--- src/rtl/clk_sel_pkg.sv ---
package clk_sel_pkg;

   typedef enum logic [1:0] {
      ST_IDLE = 2'd0,
      ST_SCAN = 2'd1,
      ST_WB   = 2'd2
   } sweep_state_t;

   // Per-frame view presented to the sweep controller
   typedef struct packed {
      logic referenced;
      logic dirty;
      logic pinned;
   } frame_flags_t;

endpackage

--- src/rtl/clk_frame_table.sv ---
module clk_frame_table #(
   parameter int N_FRAMES = 64,
   parameter int TIME_W   = 16,
   parameter int IDX_W    = $clog2(N_FRAMES)
) (
   input  logic              clk,
   input  logic              rst_n,
   // descriptor write port
   input  logic              wr_en,
   input  logic [IDX_W-1:0]  wr_idx,
   input  logic              wr_ref,
   input  logic              wr_dirty,
   input  logic              wr_pin,
   input  logic [TIME_W-1:0] wr_last,
   // sweep side-effects
   input  logic              clr_en,
   input  logic              stamp_en,
   input  logic [TIME_W-1:0] stamp_time,
   input  logic [IDX_W-1:0]  scan_idx,
   output clk_sel_pkg::frame_flags_t scan_flags,
   output logic [TIME_W-1:0] scan_last,
   // inspection port
   input  logic [IDX_W-1:0]  rd_idx,
   output clk_sel_pkg::frame_flags_t rd_flags,
   output logic [TIME_W-1:0] rd_last,
   // flat views for checking
   output logic [N_FRAMES-1:0] pin_vec,
   output logic [N_FRAMES-1:0] dirty_vec
);

   logic [N_FRAMES-1:0] ref_q;
   logic [N_FRAMES-1:0] dirty_q;
   logic [N_FRAMES-1:0] pin_q;
   logic [TIME_W-1:0]   last_q [N_FRAMES];

   for (genvar g = 0; g < N_FRAMES; g++) begin : g_frame
      logic hit_wr;
      logic hit_scan;
      assign hit_wr   = wr_en && (wr_idx == IDX_W'(g));
      assign hit_scan = (scan_idx == IDX_W'(g));

      always_ff @(posedge clk) begin
         if (!rst_n) begin
            ref_q[g]   <= 1'b0;
            dirty_q[g] <= 1'b0;
            pin_q[g]   <= 1'b0;
            last_q[g]  <= '0;
         end else if (hit_wr) begin
            ref_q[g]   <= wr_ref;
            dirty_q[g] <= wr_dirty;
            pin_q[g]   <= wr_pin;
            last_q[g]  <= wr_last;
         end else if (hit_scan) begin
            if (clr_en)   ref_q[g]  <= 1'b0;
            if (stamp_en) last_q[g] <= stamp_time;
         end
      end
   end

   assign scan_flags.referenced = ref_q[scan_idx];
   assign scan_flags.dirty      = dirty_q[scan_idx];
   assign scan_flags.pinned     = pin_q[scan_idx];
   assign scan_last             = last_q[scan_idx];

   assign rd_flags.referenced = ref_q[rd_idx];
   assign rd_flags.dirty      = dirty_q[rd_idx];
   assign rd_flags.pinned     = pin_q[rd_idx];
   assign rd_last             = last_q[rd_idx];

   assign pin_vec   = pin_q;
   assign dirty_vec = dirty_q;

   // a pinned frame never has its flags touched by the sweep
   a_r6_pinned_untouched: assert property (@(posedge clk) disable iff (!rst_n)
      (!wr_en && scan_flags.pinned) |=> $stable(ref_q[$past(scan_idx)]));

   // a cleared referenced flag stays cleared without a write
   a_r3_clear_sticks: assert property (@(posedge clk) disable iff (!rst_n)
      (clr_en && !(wr_en && wr_idx == scan_idx)) |=> !ref_q[$past(scan_idx)]);

endmodule

--- src/rtl/clk_age_test.sv ---
module clk_age_test #(
   parameter int TIME_W = 16,
   parameter bit WS_EN  = 1'b1
) (
   input  logic              ws_mode,
   input  logic [TIME_W-1:0] cur_time,
   input  logic [TIME_W-1:0] last_use,
   input  logic [TIME_W-1:0] window,
   output logic              young
);

   if (WS_EN) begin : g_age
      logic [TIME_W-1:0] elapsed;
      assign elapsed = cur_time - last_use;   // modular distance
      assign young   = ws_mode && (elapsed < window);
   end else begin : g_no_age
      logic unused_ok;
      assign unused_ok = ws_mode ^ (^cur_time) ^ (^last_use) ^ (^window);
      assign young     = 1'b0;
   end

endmodule

--- src/rtl/clk_hand_fsm.sv ---
module clk_hand_fsm
   import clk_sel_pkg::*;
#(
   parameter int N_FRAMES = 64,
   parameter bit WS_EN    = 1'b1,
   parameter int IDX_W    = $clog2(N_FRAMES)
) (
   input  logic             clk,
   input  logic             rst_n,
   input  logic             sel_req,
   input  logic             ws_mode,
   input  frame_flags_t     flags,
   input  logic             young,
   input  logic             wb_ready,
   output logic [IDX_W-1:0] hand,
   output logic             clr_en,
   output logic             stamp_en,
   output logic             wb_valid,
   output logic [IDX_W-1:0] wb_idx,
   output logic             done,
   output logic             fail,
   output logic [IDX_W-1:0] victim,
   output logic             busy
);

   localparam int CNT_W     = $clog2(2 * N_FRAMES) + 1;
   localparam int LAST_STEP = 2 * N_FRAMES - 1;

   sweep_state_t     state;
   logic [CNT_W-1:0] steps;
   logic [IDX_W-1:0] hand_nxt;
   logic             advance, take, to_wb, last_step;

   assign hand_nxt  = (hand == IDX_W'(N_FRAMES - 1)) ? '0 : hand + 1'b1;
   assign last_step = (steps == CNT_W'(LAST_STEP));

   always_comb begin
      advance = 1'b0;
      take    = 1'b0;
      to_wb   = 1'b0;
      unique case (state)
         ST_SCAN: begin
            if (flags.pinned)          advance = 1'b1;
            else if (flags.referenced) advance = 1'b1;
            else if (young)            advance = 1'b1;
            else if (flags.dirty)      to_wb   = 1'b1;
            else                       take    = 1'b1;
         end
         ST_WB:   advance = wb_ready;
         default: ;
      endcase
   end

   assign clr_en   = (state == ST_SCAN) && !flags.pinned && flags.referenced;
   assign stamp_en = WS_EN && ws_mode && clr_en;
   assign wb_valid = (state == ST_WB);
   assign wb_idx   = hand;
   assign busy     = (state != ST_IDLE);

   always_ff @(posedge clk) begin
      if (!rst_n) begin
         state  <= ST_IDLE;
         hand   <= '0;
         steps  <= '0;
         done   <= 1'b0;
         fail   <= 1'b0;
         victim <= '0;
      end else begin
         done <= 1'b0;
         fail <= 1'b0;
         unique case (state)
            ST_IDLE: begin
               if (sel_req) begin
                  state <= ST_SCAN;
                  steps <= '0;
               end
            end
            ST_SCAN: begin
               if (take) begin
                  victim <= hand;
                  hand   <= hand_nxt;
                  done   <= 1'b1;
                  state  <= ST_IDLE;
               end else if (to_wb) begin
                  state <= ST_WB;
               end else if (advance) begin
                  hand  <= hand_nxt;
                  steps <= steps + 1'b1;
                  if (last_step) begin
                     fail  <= 1'b1;
                     state <= ST_IDLE;
                  end
               end
            end
            ST_WB: begin
               if (advance) begin
                  hand  <= hand_nxt;
                  steps <= steps + 1'b1;
                  if (last_step) begin
                     fail  <= 1'b1;
                     state <= ST_IDLE;
                  end else begin
                     state <= ST_SCAN;
                  end
               end
            end
            default: state <= ST_IDLE;
         endcase
      end
   end

   // checker state: hand position when the sweep began
   logic [IDX_W-1:0] start_hand;
   always_ff @(posedge clk) begin
      if (!rst_n)                          start_hand <= '0;
      else if (state == ST_IDLE && sel_req) start_hand <= hand;
   end

   a_r5_done_fail_excl: assert property (@(posedge clk) disable iff (!rst_n)
      !(done && fail));

   a_r5_hand_past_victim: assert property (@(posedge clk) disable iff (!rst_n)
      done |-> (hand == ((victim == IDX_W'(N_FRAMES - 1)) ? '0 : victim + 1'b1)));

   a_r4_wb_hold: assert property (@(posedge clk) disable iff (!rst_n)
      (wb_valid && !wb_ready) |=> (wb_valid && $stable(wb_idx)));

   a_r2_idle_hand_hold: assert property (@(posedge clk) disable iff (!rst_n)
      (!busy && !sel_req) |=> $stable(hand));

   a_r9_fail_hand_home: assert property (@(posedge clk) disable iff (!rst_n)
      fail |-> (hand == start_hand && !busy));

endmodule

--- src/rtl/clk_victim_sel.sv ---
module clk_victim_sel
   import clk_sel_pkg::*;
#(
   parameter int N_FRAMES = 64,
   parameter int TIME_W   = 16,
   parameter bit WS_EN    = 1'b1,
   localparam int IDX_W   = $clog2(N_FRAMES)
) (
   input  logic              clk,
   input  logic              rst_n,
   input  logic              ws_mode,
   input  logic [TIME_W-1:0] cur_time,
   input  logic [TIME_W-1:0] ws_window,
   input  logic              upd_en,
   input  logic [IDX_W-1:0]  upd_idx,
   input  logic              upd_ref,
   input  logic              upd_dirty,
   input  logic              upd_pin,
   input  logic [TIME_W-1:0] upd_last,
   input  logic [IDX_W-1:0]  rd_idx,
   output logic              rd_ref,
   output logic              rd_dirty,
   output logic              rd_pin,
   output logic [TIME_W-1:0] rd_last,
   input  logic              sel_req,
   output logic              busy,
   output logic              done,
   output logic              fail,
   output logic [IDX_W-1:0]  victim,
   output logic [IDX_W-1:0]  hand,
   output logic              wb_valid,
   input  logic              wb_ready,
   output logic [IDX_W-1:0]  wb_idx
);

   if (N_FRAMES < 2) begin : g_bad_frames
      $error("clk_victim_sel: N_FRAMES must be at least 2");
   end
   if (TIME_W < 1) begin : g_bad_time
      $error("clk_victim_sel: TIME_W must be at least 1");
   end

   frame_flags_t        scan_flags, rd_flags;
   logic [TIME_W-1:0]   scan_last;
   logic                young, clr_en, stamp_en, wr_en;
   logic [N_FRAMES-1:0] pin_vec, dirty_vec;

   assign wr_en = upd_en && !busy;

   clk_frame_table #(
      .N_FRAMES(N_FRAMES), .TIME_W(TIME_W), .IDX_W(IDX_W)
   ) u_table (
      .clk       (clk),
      .rst_n     (rst_n),
      .wr_en     (wr_en),
      .wr_idx    (upd_idx),
      .wr_ref    (upd_ref),
      .wr_dirty  (upd_dirty),
      .wr_pin    (upd_pin),
      .wr_last   (upd_last),
      .clr_en    (clr_en),
      .stamp_en  (stamp_en),
      .stamp_time(cur_time),
      .scan_idx  (hand),
      .scan_flags(scan_flags),
      .scan_last (scan_last),
      .rd_idx    (rd_idx),
      .rd_flags  (rd_flags),
      .rd_last   (rd_last),
      .pin_vec   (pin_vec),
      .dirty_vec (dirty_vec)
   );

   clk_age_test #(.TIME_W(TIME_W), .WS_EN(WS_EN)) u_age (
      .ws_mode (ws_mode),
      .cur_time(cur_time),
      .last_use(scan_last),
      .window  (ws_window),
      .young   (young)
   );

   clk_hand_fsm #(.N_FRAMES(N_FRAMES), .WS_EN(WS_EN), .IDX_W(IDX_W)) u_fsm (
      .clk     (clk),
      .rst_n   (rst_n),
      .sel_req (sel_req),
      .ws_mode (ws_mode),
      .flags   (scan_flags),
      .young   (young),
      .wb_ready(wb_ready),
      .hand    (hand),
      .clr_en  (clr_en),
      .stamp_en(stamp_en),
      .wb_valid(wb_valid),
      .wb_idx  (wb_idx),
      .done    (done),
      .fail    (fail),
      .victim  (victim),
      .busy    (busy)
   );

   assign rd_ref   = rd_flags.referenced;
   assign rd_dirty = rd_flags.dirty;
   assign rd_pin   = rd_flags.pinned;

   // the chosen frame was not pinned
   a_r6_victim_unpinned: assert property (@(posedge clk) disable iff (!rst_n)
      done |-> !pin_vec[victim]);

   // a write-back beat names a dirty, unpinned frame
   a_r4_wb_dirty_frame: assert property (@(posedge clk) disable iff (!rst_n)
      wb_valid |-> (dirty_vec[wb_idx] && !pin_vec[wb_idx]));

   // nothing is pending right after reset
   a_r1_quiet_after_reset: assert property (@(posedge clk)
      $rose(rst_n) |-> (!busy && !done && !fail && !wb_valid && hand == '0));

endmodule

--- config.mk ---
export PLATFORM = sky130hd
export DESIGN_NAME = clk_victim_sel
export DESIGN_NICKNAME = d
export VERILOG_FILES = /design/src/rtl/clk_sel_pkg.sv /design/src/rtl/clk_frame_table.sv /design/src/rtl/clk_age_test.sv /design/src/rtl/clk_hand_fsm.sv /design/src/rtl/clk_victim_sel.sv
export SDC_FILE = /design/constraint.sdc
export NUM_CORES = 2
export LEC_CHECK = 0
export BUFFER_PORTS_ARGS = -buffer_cell sky130_fd_sc_hd__buf_2
export CORE_MARGIN = 2
export CORE_UTILIZATION = 27
export CTS_CLUSTER_DIAMETER = 40
export DETAILED_ROUTE_END_ITERATION = 7
export MAX_ROUTING_LAYER = met4
export PLACE_DENSITY_LB_ADDON = 0.08
export RECOVER_POWER = 25
export SETUP_SLACK_MARGIN = 0.05
export SYNTH_ARGS = -nofsm -noshare
export SYNTH_HDL_FRONTEND = slang
export SYNTH_HIERARCHICAL = 1
export SYNTH_SLANG_ARGS = --single-unit
--- constraint.sdc ---
create_clock -name clk -period 7.65 [get_ports clk]
set_input_delay 0 -clock clk [delete_from_list [all_inputs] [get_ports clk]]
set_output_delay 0 -clock clk [all_outputs]
set_load 0.02 [all_outputs]
==> impl_metrics.json <==
{
  "status": "finished, violations left",
  "violations": "capacitance limit, slew limit",
  "wire_per_inst_um": 41.0,
  "drive_above_1_share_pct": 29.0,
  "grt_setup_unrepaired": "false",
  "critical_path_class": "flop to flop",
  "place_ws_ns": 0.439,
  "insertion_delay_ns": 0.97,
  "worstSetupEndpoint": "u_table/last_q[1][3]",
  "hold_viol_final": 0,
  "synthMuxAreaShare_pct": 20.9,
  "synth-xor-area-share_pct": 0.111,
  "wl_mm": 371,
  "grt_usage_pct": 28.0,
  "synth_seq_cells": 1240,
  "final_nets": 5382,
  "cts_tree": "done",
  "ant_nets": 0,
  "drc": 0,
  "async_flop_share_pct": 0,
  "setup_tns_ns": 0,
  "fp.dieW_um": 517,
  "hp-class": "input pin to flop",
  "clkPwrFrac_pct": 56.3,
  "grt_overflow": 0,
  "switching_share_pct": 26.5,
  "comb_power_share_pct": 10.6,
  "power_uw": 23100,
  "die_area_um2": 268000,
  "cts_buffer_depth": 4,
  "cap_violations": 17,
  "avgSynthCellArea_um2": 13.9,
  "synth_edf_count": 1024,
  "fin_crit_sh_pct": 99.9,
  "skew_ns": 0.0737,
  "r2r-start": "u_fsm/hand[1]",
  "drt_pass1_iterations": 5,
  "synthAdderAreaFrac_pct": 0.661,
  "power.internal_uw": 17000,
  "cp.required_ns": 8.44,
  "drtIter0Drc": 6501,
  "port_buffers": 109,
  "syn_area_um2": 71100,
  "yosys_warnings": 6,
  "coreArea_um2": 262000,
  "fmax_mhz": 131,
  "grt_max_degree": 70,
  "max_slew.worst_pin.slew_ns": 2.91,
  "ys_seq_area_share_pct": 49.3,
  "yosysTopAreaCell": "edfxtp_1",
  "dp_hpwl_mm": 251,
  "viasPerCell": 6.11,
  "globalplace.congestion": 0.926,
  "num_rows": 188,
  "synthSimpleGateAreaFrac_pct": 3.57,
  "irDropWorstVdd_v": 0.000272,
  "start_util_pct": 27.1,
  "yosysMostFrequentCell": "a22o_1",
  "cts_buffers": 318,
  "r2r_cells": 14,
  "area_growth_pct": 22.1,
  "grt_pass1_vias": 53900,
  "yosysTopAreaCellShare_pct": 43.2,
  "synth_common_cells": "a22o_1, edfxtp_1, mux4_2",
  "timing.rr.end": "u_table/last_q[1][3]",
  "die_h_um": 517,
  "powerDensity_nw_per_um2": 266,
  "synth-compound-area-share_pct": 20.9,
  "arrival_ns": 8.43,
  "synth_top_family_by_area": "compound AO/OA/AOI/OAI gates",
  "leakagePower_uw": 0.0299,
  "syn_nets": 5206,
  "cp-start-kind": "flop",
  "synth.distinct_cells": 76,
  "postSynthCellCount": 5100,
  "synth.area.top_cells": "edfxtp_1, mux4_2, a22o_1",
  "seqPwrFrac_pct": 33.1,
  "cts_root_buffer": "clkbuf_16",
  "worstPathMaxFanout": 28,
  "critPathLaunch": "u_fsm/hand[1]",
  "switchingPower_uw": 6130,
  "antenna_found_initial": 54,
  "synth_flop_cell": "edfxtp_1",
  "rrSetupSlack_ns": 0.01,
  "fin_ws_ns": 0.0111,
  "period_minus_slack_ns": 7.64,
  "cts.sinks": 1240,
  "clkTransAtPathRegs_ns": 0.05,
  "setup_viol": 0,
  "crit_path_end_kind": "flop",
  "grt_pass1_wl_mm": 500,
  "htreeDepth": 5,
  "vias": 55400,
  "relSlewSlack_pct": -93.7,
  "drv_slew": 363,
  "io_pins": 110
}
[critical path, stage by stage, from the launching register on]
cell      delay, ns
dfxtp_4        0.70
buf_12         0.30
clkbuf_1       0.97
buf_4          0.61
mux4_2         0.44
a22oi_1        0.21
a21oi_1        0.12
or4_1          0.85
and3b_1        0.69
and2_1         0.49
nand2_1        0.08
clkbuf_4       0.35
nor3_1         0.27
clkbuf_1       1.04
a22o_1         0.28
[final cells by class]
type	instances	area, um2
antenna	30	75.1
clock buffer	374	8410
clock inverter	183	1760
fill	25600	175000
inverter	46	173
multi-input combinational	3139	32900
sequential	1240	35100
tap	3515	4400
timing repair buffer	531	3980
[worst min path at each step]
stage,from,to,slack [ns],cells after the start
2_1_floorplan,rst_n,u_fsm/hand[2],0.15,2
3_3_place_gp,upd_dirty,u_table/dirty_vec[55],0.38,2
3_5_place_dp,upd_dirty,u_table/dirty_vec[55],0.38,2
4_1_cts,upd_ref,u_table/ref_q[55],0.002,4
5_1_grt,upd_pin,u_table/pin_vec[22],0.07,3
6_report,upd_ref,u_table/ref_q[55],0.10,4
[placed cells by master (no fill, tap or decap), drive strengths merged, types with 130 or more instances in the layout]
cell type / n
clkbuf: 468
mux2i: 130
o21ai: 230
a22o: 1164
nand2: 147
buf: 375
mux4: 601
a22oi: 164
dfxtp: 216
edfxtp: 1024
[repair_timing]
item                                    in CTS  in global routing
hold endpoints to repair                   904                  0
buffers inserted                             0                  5
hold buffers                                62                  0
resized for setup                            0                  8
endpoints found under the setup margin       0                 13
[logic make-up after synthesis]
logic type	after synthesis
simple gates	471
buf+inv	721
fa+ha+maj	37
compound gates	1890
mux	732
flops	1240
xor+xnor	9
[metal layers]
| metal | vias up | global-route usage (%) | wire length, um | share of wire (%) |
|---|---|---|---|---|
| li1 | 22000 | - | - | - |
| met1 | 30100 | 38.2 | 161000 | 43 |
| met2 | 2798 | 42.5 | 170000 | 46 |
| met3 | 485 | 4.76 | 27300 | 7.3 |
| met4 | 0 | 8.86 | 12700 | 3.4 |
| met5 | - | - | 0 | 0 |
[registers in the layout, indices dropped and copies added (netlist names)]
name / count
u_fsm/done: 1
u_fsm/fail: 1
u_fsm/hand: 6
u_fsm/state: 2
u_fsm/steps: 8
u_fsm/victim: 6
u_table/dirty_vec: 64
u_table/last_q: 1024
u_table/pin_vec: 64
u_table/ref_q: 64
[per-stage QoR]
step | area (um2) | std cells | utilization, % | hold slack, ns
final | 86800 | 9058 | 33.1 | 0.104
after global routing | 86800 | 9054 | 33.1 | 0.0691
after CTS | 87100 | 9022 | 33.2 | 0.00224
after detailed placement | 76300 | 8403 | 29.1 | 0.381
after global placement | 76300 | 8403 | 29.1 | 0.383
after floorplan | 71100 | 5100 | - | 0.152
[power groups by stage]
stage / registers (uW) / clock network (uW) / logic [uW]
after floorplan: 7710 / 0 / 1370
after global placement: 7780 / 0 / 2410
after detailed placement: 7780 / 0 / 2400
after CTS: 7660 / 13200 / 2430
after global routing: 7670 / 13500 / 2530
final: 7660 / 13000 / 2460
Note: power is estimated with default switching activity, not from simulation.
